===== config.mk =====
export PLATFORM = sky130hd
export DESIGN_NAME = gain_range_select
export DESIGN_NICKNAME = d
export VERILOG_FILES = /design/src/rtl/grs_pkg.sv /design/src/rtl/grs_sat_detect.sv /design/src/rtl/grs_prio_mux.sv /design/src/rtl/grs_lin_scale.sv /design/src/rtl/gain_range_select.sv
export SDC_FILE = /design/constraint.sdc
export NUM_CORES = 1
export LEC_CHECK = 0
export BUFFER_PORTS_ARGS = -buffer_cell sky130_fd_sc_hd__buf_4
export CAP_MARGIN = 25
export CELL_PAD_IN_SITES_DETAIL_PLACEMENT = 1
export CELL_PAD_IN_SITES_GLOBAL_PLACEMENT = 2
export CORE_MARGIN = 5
export CORE_UTILIZATION = 30
export DETAILED_ROUTE_END_ITERATION = 8
export GPL_TIMING_DRIVEN = 0
export PLACE_DENSITY_LB_ADDON = 0.1
export SLEW_MARGIN = 15
export SYNTH_ARGS = -nofsm -noshare
export SYNTH_HDL_FRONTEND = slang
export SYNTH_SLANG_ARGS = --single-unit
export TNS_END_PERCENT = 1

===== constraint.sdc =====
create_clock -name clk -period 0.8 [get_ports clk]
set_input_delay 0.2 -clock clk [delete_from_list [all_inputs] [get_ports clk]]
set_output_delay 0.2 -clock clk [all_outputs]
set_load 0.01 [all_outputs]

===== src/rtl/grs_pkg.sv =====
package grs_pkg;

   localparam int NUM_PATHS = 3;

   // Path indices, ordered from most to least sensitive
   localparam int PATH_HI  = 0;
   localparam int PATH_MID = 1;
   localparam int PATH_LO  = 2;

   typedef enum logic [1:0] {
      GAIN_HI   = 2'b00,
      GAIN_MID  = 2'b01,
      GAIN_LO   = 2'b10,
      GAIN_RSVD = 2'b11
   } gain_sel_e;

   function automatic bit is_pow2(input int v);
      return (v > 0) && ((v & (v - 1)) == 0);
   endfunction

endpackage


===== src/rtl/grs_sat_detect.sv =====
module grs_sat_detect #(
   parameter int W = 12,
   parameter int N = 3
) (
   input  logic [N-1:0][W-1:0] samp,
   input  logic [W-1:0]        thresh,
   output logic [N-1:0]        clipped
);
   for (genvar p = 0; p < N; p++) begin : g_path
      assign clipped[p] = (samp[p] >= thresh);
   end
endmodule


===== src/rtl/grs_prio_mux.sv =====
module grs_prio_mux
   import grs_pkg::*;
#(
   parameter int W = 12
) (
   input  logic [NUM_PATHS-1:0][W-1:0] samp,
   input  logic [NUM_PATHS-1:0]        clipped,
   output logic [W-1:0]                code,
   output gain_sel_e                   gain,
   output logic                        all_clipped
);
   always_comb begin
      if (!clipped[PATH_HI]) begin
         code = samp[PATH_HI];
         gain = GAIN_HI;
      end else if (!clipped[PATH_MID]) begin
         code = samp[PATH_MID];
         gain = GAIN_MID;
      end else begin
         code = samp[PATH_LO];
         gain = GAIN_LO;
      end
   end

   assign all_clipped = &clipped;
endmodule


===== src/rtl/grs_lin_scale.sv =====
module grs_lin_scale
   import grs_pkg::*;
#(
   parameter int W        = 12,
   parameter int LW       = 16,
   parameter int MULT_MID = 2,
   parameter int MULT_LO  = 12
) (
   input  logic [W-1:0]  code,
   input  gain_sel_e     gain,
   output logic [LW-1:0] lin
);
   logic [LW-1:0] wide;
   logic [LW-1:0] scaled_mid;
   logic [LW-1:0] scaled_lo;

   assign wide = LW'(code);

   if (is_pow2(MULT_MID)) begin : g_mid_shift
      assign scaled_mid = wide << $clog2(MULT_MID);
   end else begin : g_mid_mul
      assign scaled_mid = wide * LW'(MULT_MID);
   end

   if (is_pow2(MULT_LO)) begin : g_lo_shift
      assign scaled_lo = wide << $clog2(MULT_LO);
   end else begin : g_lo_mul
      assign scaled_lo = wide * LW'(MULT_LO);
   end

   always_comb begin
      unique case (gain)
         GAIN_HI:  lin = wide;
         GAIN_MID: lin = scaled_mid;
         GAIN_LO:  lin = scaled_lo;
         default:  lin = '0;
      endcase
   end
endmodule


===== src/rtl/gain_range_select.sv =====
module gain_range_select
   import grs_pkg::*;
#(
   parameter int SAMPLE_W = 12,
   parameter int LIN_W    = 16,
   parameter int MULT_MID = 2,
   parameter int MULT_LO  = 12,
   parameter bit LIN_EN   = 1'b1
) (
   input  logic                clk,
   input  logic                rst_n,
   input  logic [SAMPLE_W-1:0] samp_g12,
   input  logic [SAMPLE_W-1:0] samp_g6,
   input  logic [SAMPLE_W-1:0] samp_g1,
   input  logic [SAMPLE_W-1:0] sat_thresh,
   output logic [SAMPLE_W-1:0] out_code,
   output logic [1:0]          out_gain,
   output logic                out_sat,
   output logic [LIN_W-1:0]    out_lin
);
   localparam longint MAX_CODE = (longint'(1) << SAMPLE_W) - 1;
   localparam longint MAX_LIN  = MAX_CODE * longint'(MULT_LO);

   // Elaboration-time parameter checks
   if (SAMPLE_W < 2 || SAMPLE_W > 24) begin : g_bad_w
      $error("SAMPLE_W out of supported range");
   end
   if (MULT_MID < 1 || MULT_LO < MULT_MID) begin : g_bad_mult
      $error("gain multipliers must satisfy 1 <= MULT_MID <= MULT_LO");
   end
   if (LIN_EN && (MAX_LIN >= (longint'(1) << LIN_W))) begin : g_bad_lw
      $error("LIN_W too narrow for the largest rescaled code");
   end

   logic [NUM_PATHS-1:0][SAMPLE_W-1:0] samp_vec;
   logic [NUM_PATHS-1:0]               clipped;
   logic [SAMPLE_W-1:0]                sel_code;
   gain_sel_e                          sel_gain;
   logic                               sel_all_clipped;

   assign samp_vec[PATH_HI]  = samp_g12;
   assign samp_vec[PATH_MID] = samp_g6;
   assign samp_vec[PATH_LO]  = samp_g1;

   grs_sat_detect #(
      .W (SAMPLE_W),
      .N (NUM_PATHS)
   ) u_sat (
      .samp    (samp_vec),
      .thresh  (sat_thresh),
      .clipped (clipped)
   );

   grs_prio_mux #(
      .W (SAMPLE_W)
   ) u_mux (
      .samp        (samp_vec),
      .clipped     (clipped),
      .code        (sel_code),
      .gain        (sel_gain),
      .all_clipped (sel_all_clipped)
   );

   always_ff @(posedge clk or negedge rst_n) begin
      if (!rst_n) begin
         out_code <= '0;
         out_gain <= GAIN_HI;
         out_sat  <= 1'b0;
      end else begin
         out_code <= sel_code;
         out_gain <= sel_gain;
         out_sat  <= sel_all_clipped;
      end
   end

   if (LIN_EN) begin : g_lin
      logic [LIN_W-1:0] lin_d;

      grs_lin_scale #(
         .W        (SAMPLE_W),
         .LW       (LIN_W),
         .MULT_MID (MULT_MID),
         .MULT_LO  (MULT_LO)
      ) u_lin (
         .code (sel_code),
         .gain (sel_gain),
         .lin  (lin_d)
      );

      always_ff @(posedge clk or negedge rst_n) begin
         if (!rst_n) out_lin <= '0;
         else        out_lin <= lin_d;
      end
   end else begin : g_no_lin
      assign out_lin = '0;
   end
endmodule


## Yosys cells after proc, flatten, opt, wreduce, memory -nomap -nowiden

Cells that the tools add are included.

| operators by class | value |
|---|---|
| $mul | 1 |
| order comparisons | 3 |
| eq/ne operators | 2 |
| mux-type cells | 5 |
| reduce and logical (&&, ||, !) cells | 2 |

Operators with widths:

| kind | number |
|---|---|
| one-hot mux 16 bit (3 select lines) | 1 |
| >= comparator 12 bit | 3 |
| two-way mux 12 bit | 2 |
| multiplier 12 x 2 -> 14 bit (second input constant) | 1 |
| two-way mux 2 bit | 2 |
| AND reduction 3 bit | 1 |
| == test 2 x 1 -> 1 bit (second input constant) | 1 |
| == test 2 bit (second input constant) | 1 |
| logical NOT 2 bit | 1 |

| storage, ports and cells | value |
|---|---|
| register bits after elaboration | 31 |
| input port bits | 50 |
| output and inout port bits | 31 |
| word-level logic and storage cells | 17 |

## Depth between registers and ports, before layout

Gate-level depths: netlist (run 1).

| logic depth | value |
|---|---|
| depth after elaboration | 5 |
| mapped depth | 20 |
| depth with buffers taken out | 19 |

## Hierarchy

From an unflattened synthesis (run 1), not the netlist that was laid out.

| second synthesis, totals | value |
|---|---|
| cells, all modules | 293 |
| area total of the unflattened synthesis | 2705.1 um2 |

By module, submodules not included:

| module | times used | cells an instance | area each (um2) | seq. area each (um2) |
|---|---|---|---|---|
| grs_lin_scale | 1 | 119 | 837.1 | 0.0 |
| grs_sat_detect | 1 | 99 | 797.0 | 0.0 |
| gain_range_select | 1 | 31 | 775.7 | 775.7 |
| grs_prio_mux | 1 | 44 | 295.3 | 0.0 |

## Worst setup path after synthesis (run 1)

OpenSTA, ideal clock, no wires.

| timing | value |
|---|---|
| path kind | in2reg |
| start point | input sat_thresh[7] |
| end point | register out_lin[13] |
| setup time | 122 ps |
| arrival | 3328 ps |
| data required time | 678 ps |
| slack | -2650 ps |
| stages | 19 |
| path buffers | 1 |
| path through | inv_1 -> ha_1 -> a2111oi_1 -> o21ai_1 -> a21oi_1 -> o31a_2 -> buf_4 -> nand2_1 -> o21ai_0 -> ha_1 -> inv_1 -> fa_1 -> nor2b_1 -> o21ai_0 -> a21oi_1 -> o21ai_0 -> o21ai_0 -> xnor2_1 -> nor2_1 |

| between the ends | value |
|---|---|
| cells in the longest elaborated chain, start to end | 5 |
| elaborated cells on any way between the ends | 11 |
| classes of those cells | 1 x mul; 2 x order compare; 2 x eq/ne; 5 x mux; 1 x reduce/logical |

RTL lines:

| what | line | RTL |
|---|---|---|
| start: declaration | gain_range_select.sv:15 | `input logic [SAMPLE_W-1:0] sat_thresh,` |
| >= comparator 12 bit | grs_sat_detect.sv:10 | `assign clipped[p] = (samp[p] >= thresh);` |
| two-way mux 12 bit | grs_prio_mux.sv:16 | `end else if (!clipped[PATH_MID]) begin` |
| two-way mux 12 bit (*) | grs_prio_mux.sv:13 | `if (!clipped[PATH_HI]) begin` |
| via g_lin.u_lin.code[1] | grs_lin_scale.sv:9 | `input logic [W-1:0] code,` |
| multiplier 12 x 2 -> 14 bit (*) | grs_lin_scale.sv:28 | `assign scaled_lo = wide * LW'(MULT_LO);` |
| one-hot mux 16 bit (3 select lines) (*) | grs_lin_scale.sv:32 | `unique case (gain)` |
| via g_lin.lin_d[13] | gain_range_select.sv:77 | `logic [LIN_W-1:0] lin_d;` |
| end signal: assignment | gain_range_select.sv:92 | `else out_lin <= lin_d;` |
| end: declaration | gain_range_select.sv:19 | `output logic [LIN_W-1:0] out_lin` |

The timed path passes the listed nets; every way through them passes the cells marked *.

## Worst setup path after layout (run 1)

| timing | value |
|---|---|
| start point | input sat_thresh[0] |
| end point | register out_lin[14] |

The elaborated chain is that of the path after synthesis.

==> impl_metrics.csv, run 1 <==
group,metric,value,unit
worst_setup_path,cpPeakStageDelay,0.40,ns
floorplan,ios,81,
worst_setup_path,crit_path_top_delay_cell,"or3_4",
clock_network,cts_max_level,2,
pwr,switching_share,35.6,%
final_layout,regArea,776,sq um
worst_setup_path,crit_fanout,4,
place,numPortBuffers,80,
floorplan,die_y,101,um
final_layout,areaGrowthSynthToFinish,62.7,%
sta,worst_pin_slew,0.353,ns
flow_run,maxCapViolations,0,
clock_network,root_buffer,"clkbuf_8",
global_routing,track_usage,16.2,%
sta,hold_slack,0.198,ns
place,place_worst_setup_slack,-3.18,ns
pwr,vdd_drop_max,0.773,mV
drt,drc,0,
logic_synthesis,synth_top_area_cell,"dfrtp_1",
final_layout,final_common_cell,"buf_4",
pwr,p_int,4.78,mW
logic_synthesis,synthArstFlopShare,100,%
place,hpwlAfterDp,6560,um
logic_synthesis,avgSynthCellArea,8.91,sq um
logic_synthesis,yosys.area.top_type_share,31.2,%
sta,hold_viol_final,0,
min_path,hp-class,"primary input to register",
drt,vias,2372,
floorplan,core_area,8130,sq um
worst_setup_path,worstSetupStartpointType,"primary input",
global_routing,overflow,0,
place,place.gp.congestion,0.790,
worst_setup_path,arrival,3.41,ns
global_routing,grt_antenna_before_repair,0,
sta,grt_setup_unrepaired,"true",
final_layout,multi_input_area,1980,sq um
final_layout,drive_gt1_share,47.0,%
sta,setup_tns,-50.90,ns
final_layout,diodes,0,
logic_synthesis,synth-edff-count,0,
sta,min_period_over_period,407,%
logic_synthesis,ys_types,38,
logic_synthesis,syn-num-nets,378,
pwr,combPwrFrac,53.0,%
worst_setup_path,crit_path_end_kind,"register",
sta,setup_slack,-2.45,ns
final_layout,final_cell_mix,"65 x buf_4, 42 x ha_1, 36 x buf_6",
worst_setup_path,path_cells,"buf_8, ha_4, nand2b_4, a21o_1, a211oi_2, or3_4, a21oi_4, mux2i_2, o21ai_2, ha_4, buf_4, a211o_1, o211ai_1, a21oi_2, a211oi_2, a21oi_1, xnor2_1, nor2_1",
floorplan,die_area,10200,sq um
logic_synthesis,syn_area,2490,sq um
clock_network,clock-sinks,31,
pwr,cellPowerDensity,1830,nW/um^2
worst_setup_path,cp.required,0.96,ns
floorplan,core.rowCount,33,
worst_setup_path,path_class,"primary input to register",
drt,drt_iter0_drc,33,
logic_synthesis,yosys_warnings,0,
outcome,violations,"setup timing",
pwr,power.total,7.42,mW
sta,finalSetupViolCount,62,
global_routing,grt_pass1_wl,13000,um
logic_synthesis,synth_seq_cells,31,
pwr,sequentialPowerShare,25.7,%
sta,finalMaxSlewViolations,0,
logic_synthesis,synth_area_leaders,"dfrtp_1 31%, ha_1 24%, a21oi_1 7.0%, nand2_1 5.0%, nor2_1 3.9%",
sta,max_freq,0.307,GHz
clock_network,numCtsBuffers,5,
drt,routedWlPerCell,16.2,um
drt,viasPerCell,4.82,
sta,min_period,3.25,ns
global_routing,grt_max_degree,32,
final_layout,nNetsFinal,485,
drt,drtPass1Iterations,4,
outcome,status,"complete, but fails checks",
pwr,pwr-share-clk,21.3,%
sta,max-slew-margin-rel,75.9,%
clock_network,clk_path_buf_depth,2,
drt,routed_wl,7960,um
drt,antenna_left,0,
logic_synthesis,synth_ff_type,"dfrtp_1",
logic_synthesis,synthCells,279,
final_layout,fillers,930,
pwr,p_leak,1.89,nW
clock_network,cts_tree,"done",
pwr,switchingPower,2.64,mW
floorplan,initial_utilization,30.6,%
clock_network,path_clk_slew,0.07,ns
floorplan,die_w,101,um
logic_synthesis,ys_seq_area_share,31.2,%
global_routing,grt_pass1_vias,2610,
==> critical path, delay by kind of cell <==
family	cells	cell delay, ns
AOI/OAI and AO/OA	9	1.52
and+or+nand+nor	3	0.55
adders and majority gates	2	0.42
buffers and inverters	2	0.23
xor gates and xnor gates	1	0.15
muxes	1	0.33
==> stage by stage <==
step	util, %	instance area, sq um	std cells
floorplan	-	2540	279
global placement	40.2	3270	464
detailed placement	40.2	3270	464
CTS	47.6	3870	488
global route	49.7	4040	492
finish	49.7	4040	492
==> routing by layer <==
metal | share of wire [%] | GRT usage [%] | wire length (um)
met5 | 0 | 0 | 0
met3 | 3.7 | 1.94 | 291
met1 | 48 | 22.9 | 3810
met4 | 1.6 | 4.91 | 124
met2 | 47 | 25.9 | 3730
==> kinds of logic (layout without fill, tap and decap cells) <==
| kind of cell | count (synthesis) | after routing | share of synthesized area, % |
|---|---|---|---|
| xor+xnor | 9 | 9 | 3.17 |
| compound gates | 86 | 86 | 21.6 |
| mux | 1 | 1 | 0.403 |
| fa+ha+maj | 49 | 49 | 25.0 |
| simple gates | 80 | 80 | 14.1 |
| buf+inv | 23 | 131 | 4.48 |
| flops | 31 | 31 | 31.2 |
==> synth_stat cells (3+ instances only) <==
| cell type | n |
|---|---|
| a211oi_1 | 4 |
| a21o_1 | 6 |
| a21oi_1 | 35 |
| a21oi_2 | 4 |
| a31oi_1 | 6 |
| dfrtp_1 | 31 |
| ha_1 | 48 |
| inv_1 | 17 |
| nand2_1 | 33 |
| nand2b_1 | 5 |
| nand3_1 | 3 |
| nor2_1 | 26 |
| nor2b_1 | 3 |
| nor3_1 | 3 |
| o21a_1 | 5 |
| o21ai_0 | 12 |
| o21ai_1 | 3 |
| xnor2_1 | 8 |
==> layout make-up <==
cell class	count	share of cell area (%)
sequential	31	19.2
multi-input combinational	225	49.0
tap	105	3.25
clock inverter	2	0.866
buffer	6	1.67
clock buffer	6	2.04
inverter	17	1.83
timing repair buffer	100	22.2
==> repair_timing <==
item | 4_1_cts | 5_1_grt
hold endpoints to repair | 31 | 0
endpoints found under the setup margin | 62 | 62
buffers inserted | 15 | 4
gates resized for setup | 82 | 35
pin swaps | 29 | 39
hold buffers | 1 | 0
==> worst paths after layout <==
check	slack, ns	start	end	depth (start not counted)
worst min-delay path	0.20	samp_g12[1]	out_lin[1]$_DFF_PN0_	3
max in group asynchronous	0.14	rst_n	out_lin[6]$_DFF_PN0_	2
worst max-delay path	-2.45	sat_thresh[0]	out_lin[14]$_DFF_PN0_	18
min in group asynchronous	0.38	rst_n	out_lin[1]$_DFF_PN0_	2
==> flip-flops by register name, summed over array words and instances (netlist names) <==
| signal | count |
|---|---|
| out_code | 12 |
| out_sat | 1 |
| out_gain | 2 |
| out_lin | 16 |
==> power groups by stage <==
stage	registers (mW)	logic, mW	clock network, mW
finish	1.91	3.93	1.58
global placement	1.88	2.99	0
global route	1.94	4.31	1.68
detailed placement	1.89	3.02	0
floorplan	2.02	1.77	0
CTS	1.91	3.70	1.62
No activity file was read; power rests on OpenSTA's default activity.
==> run 2, diff against run 1 <==
--- a/config.mk
+++ b/config.mk
@@ -13,7 +13,7 @@
 export CORE_UTILIZATION = 30
 export DETAILED_ROUTE_END_ITERATION = 8
 export GPL_TIMING_DRIVEN = 0
-export PLACE_DENSITY_LB_ADDON = 0.1
+export PLACE_DENSITY_LB_ADDON = 0.15
 export SLEW_MARGIN = 15
 export SYNTH_ARGS = -nofsm -noshare
 export SYNTH_HDL_FRONTEND = slang
==> impl_metrics.csv, run 2 (synthesis gave the netlist of run 1 again) <==
group,metric,value,unit
pwr,p_int,4.86,mW
floorplan,die_w,101,um
drt,vias,2431,
place,place.gp.congestion,0.798,
min_path,worstHoldEndpoint,"out_lin[4]$_DFF_PN0_",
sta,min_period,3.21,ns
sta,hold_viol_final,0,
final_layout,regMostFlops,"out_lin",
final_layout,final_core_utilization,50.1,%
sta,min_period_over_period,402,%
place,hpwlAfterDp,6420,um
global_routing,grt_pass1_vias,2584,
floorplan,core.rowCount,33,
global_routing,overflow,0,
clock_network,clk_path_buf_depth,2,
place,numPortBuffers,80,
clock_network,numCtsBuffers,5,
worst_setup_path,crit_fanout,4,
final_layout,stdcell_area,4070,sq um
sta,max_freq,0.311,GHz
final_layout,reg.largest.list,"out_lin x16, out_code x12, out_gain x2",
drt,viasPerCell,4.87,
final_layout,final_common_cell,"buf_4",
final_layout,fin_cells,499,
global_routing,grt_antenna_before_repair,0,
sta,hold_slack,0.192,ns
pwr,sequentialPowerShare,25.3,%
pwr,p_leak,1.90,nW
clock_network,root_buffer,"clkbuf_8",
drt,drtPass1Iterations,4,
sta,finalMaxSlewViolations,0,
floorplan,initial_utilization,30.6,%
place,place_worst_setup_slack,-3.08,ns
min_path,min_from,"samp_g12[4]",
sta,setup_tns,-50.99,ns
clock_network,clock-sinks,31,
place,dp_cells,464,
final_layout,nNetsFinal,492,
sta,finalSetupViolCount,62,
outcome,status,"complete, but fails checks",
drt,drc,0,
final_layout,largest_register_ffs,16,
pwr,combPwrFrac,53.7,%
drt,antenna_left,0,
sta,worst_pin_slew,0.374,ns
final_layout,drive_gt1_share,48.0,%
global_routing,grt_max_degree,32,
worst_setup_path,crit_path_end_kind,"register",
floorplan,die_area,10200,sq um
sta,grt_setup_unrepaired,"true",
pwr,cellPowerDensity,1850,nW/um^2
drt,routed_wl,7990,um
pwr,vdd_drop_max,0.680,mV
worst_setup_path,path_class,"primary input to register",
global_routing,track_usage,16.1,%
floorplan,die_y,101,um
floorplan,core_area,8130,sq um
pwr,switching_share,35.4,%
min_path,hold_depth,3,
clock_network,cts_tree,"done",
sta,max-slew-margin-rel,74.4,%
clock_network,cts_max_level,2,
final_layout,areaGrowthSynthToFinish,63.8,%
worst_setup_path,worstSetupStartpointType,"primary input",
sta,setup_slack,-2.41,ns
final_layout,final_cell_mix,"73 x buf_4, 43 x ha_1, 38 x buf_6",
floorplan,ios,81,
pwr,pwr-share-clk,20.9,%
drt,routedWlPerCell,16.0,um
min_path,hp-class,"primary input to register",
final_layout,diodes,0,
pwr,power.total,7.52,mW
worst_setup_path,cp.required,0.98,ns
outcome,violations,"setup timing",
pwr,switchingPower,2.66,mW
worst_setup_path,arrival,3.39,ns
global_routing,grt_pass1_wl,13000,um
place,place_area,3270,sq um
drt,drt_iter0_drc,49,
clock_network,path_clk_slew,0.07,ns
flow_run,maxCapViolations,0,
run 2: repair_timing:
action	in CTS	in global routing
gates resized for setup	88	21
setup endpoints to repair	62	62
hold buffers	1	0
setup buffers	18	8
pin swaps	26	18
hold endpoints to repair	31	0
run 2: worst max-delay path by stage:
stage                              from                     to  depth (start not counted)
final                     sat_thresh[0]  out_lin[14]$_DFF_PN0_                         17
after CTS                    samp_g6[0]  out_lin[14]$_DFF_PN0_                         18
after global routing      sat_thresh[5]  out_lin[14]$_DFF_PN0_                         19
after global placement    sat_thresh[7]  out_lin[14]$_DFF_PN0_                         18
after floorplan              samp_g6[0]  out_lin[13]$_DFF_PN0_                         20
after detailed placement  sat_thresh[7]  out_lin[13]$_DFF_PN0_                         20
run 2: worst max-delay path: stages:
cell and delay, ns:
buf_4 0.13, ha_4 0.25, nand2b_1 0.09, a21o_1 0.11
a211oi_2 0.06, or3_4 0.36, a21oi_4 0.26, mux2i_4 0.33
o21ai_4 0.09, ha_1 0.32, a211o_1 0.30, o211ai_1 0.18
a21oi_2 0.13, a211oi_2 0.29, a21oi_2 0.10, xnor2_1 0.14
nor2_1 0.05
run 2: final cells by class:
type / count / area, sq um
timing repair buffer: 107 / 942
sequential: 31 / 776
clock buffer: 6 / 82.6
multi-input combinational: 225 / 1970
inverter: 17 / 68.8
clock inverter: 2 / 35.0
fill: 932 / 4060
tap: 105 / 131
buffer: 6 / 63.8
run 2: per-layer routing:
metal	up-vias	routed length [um]	track usage, %
met1	1149	3820	22.9
met3	6	280	1.31
met4	0	102	4.60
met2	52	3790	25.9
li1	1224	-	-
met5	-	0	0
run 2: power groups by stage:
stage / logic (mW) / registers [mW] / clock network, mW
final: 4.04 / 1.90 / 1.57
after global routing: 4.44 / 1.94 / 1.66
after CTS: 3.78 / 1.91 / 1.61
after detailed placement: 3.01 / 1.89 / 0
after global placement: 2.97 / 1.88 / 0
after floorplan: 1.77 / 2.02 / 0
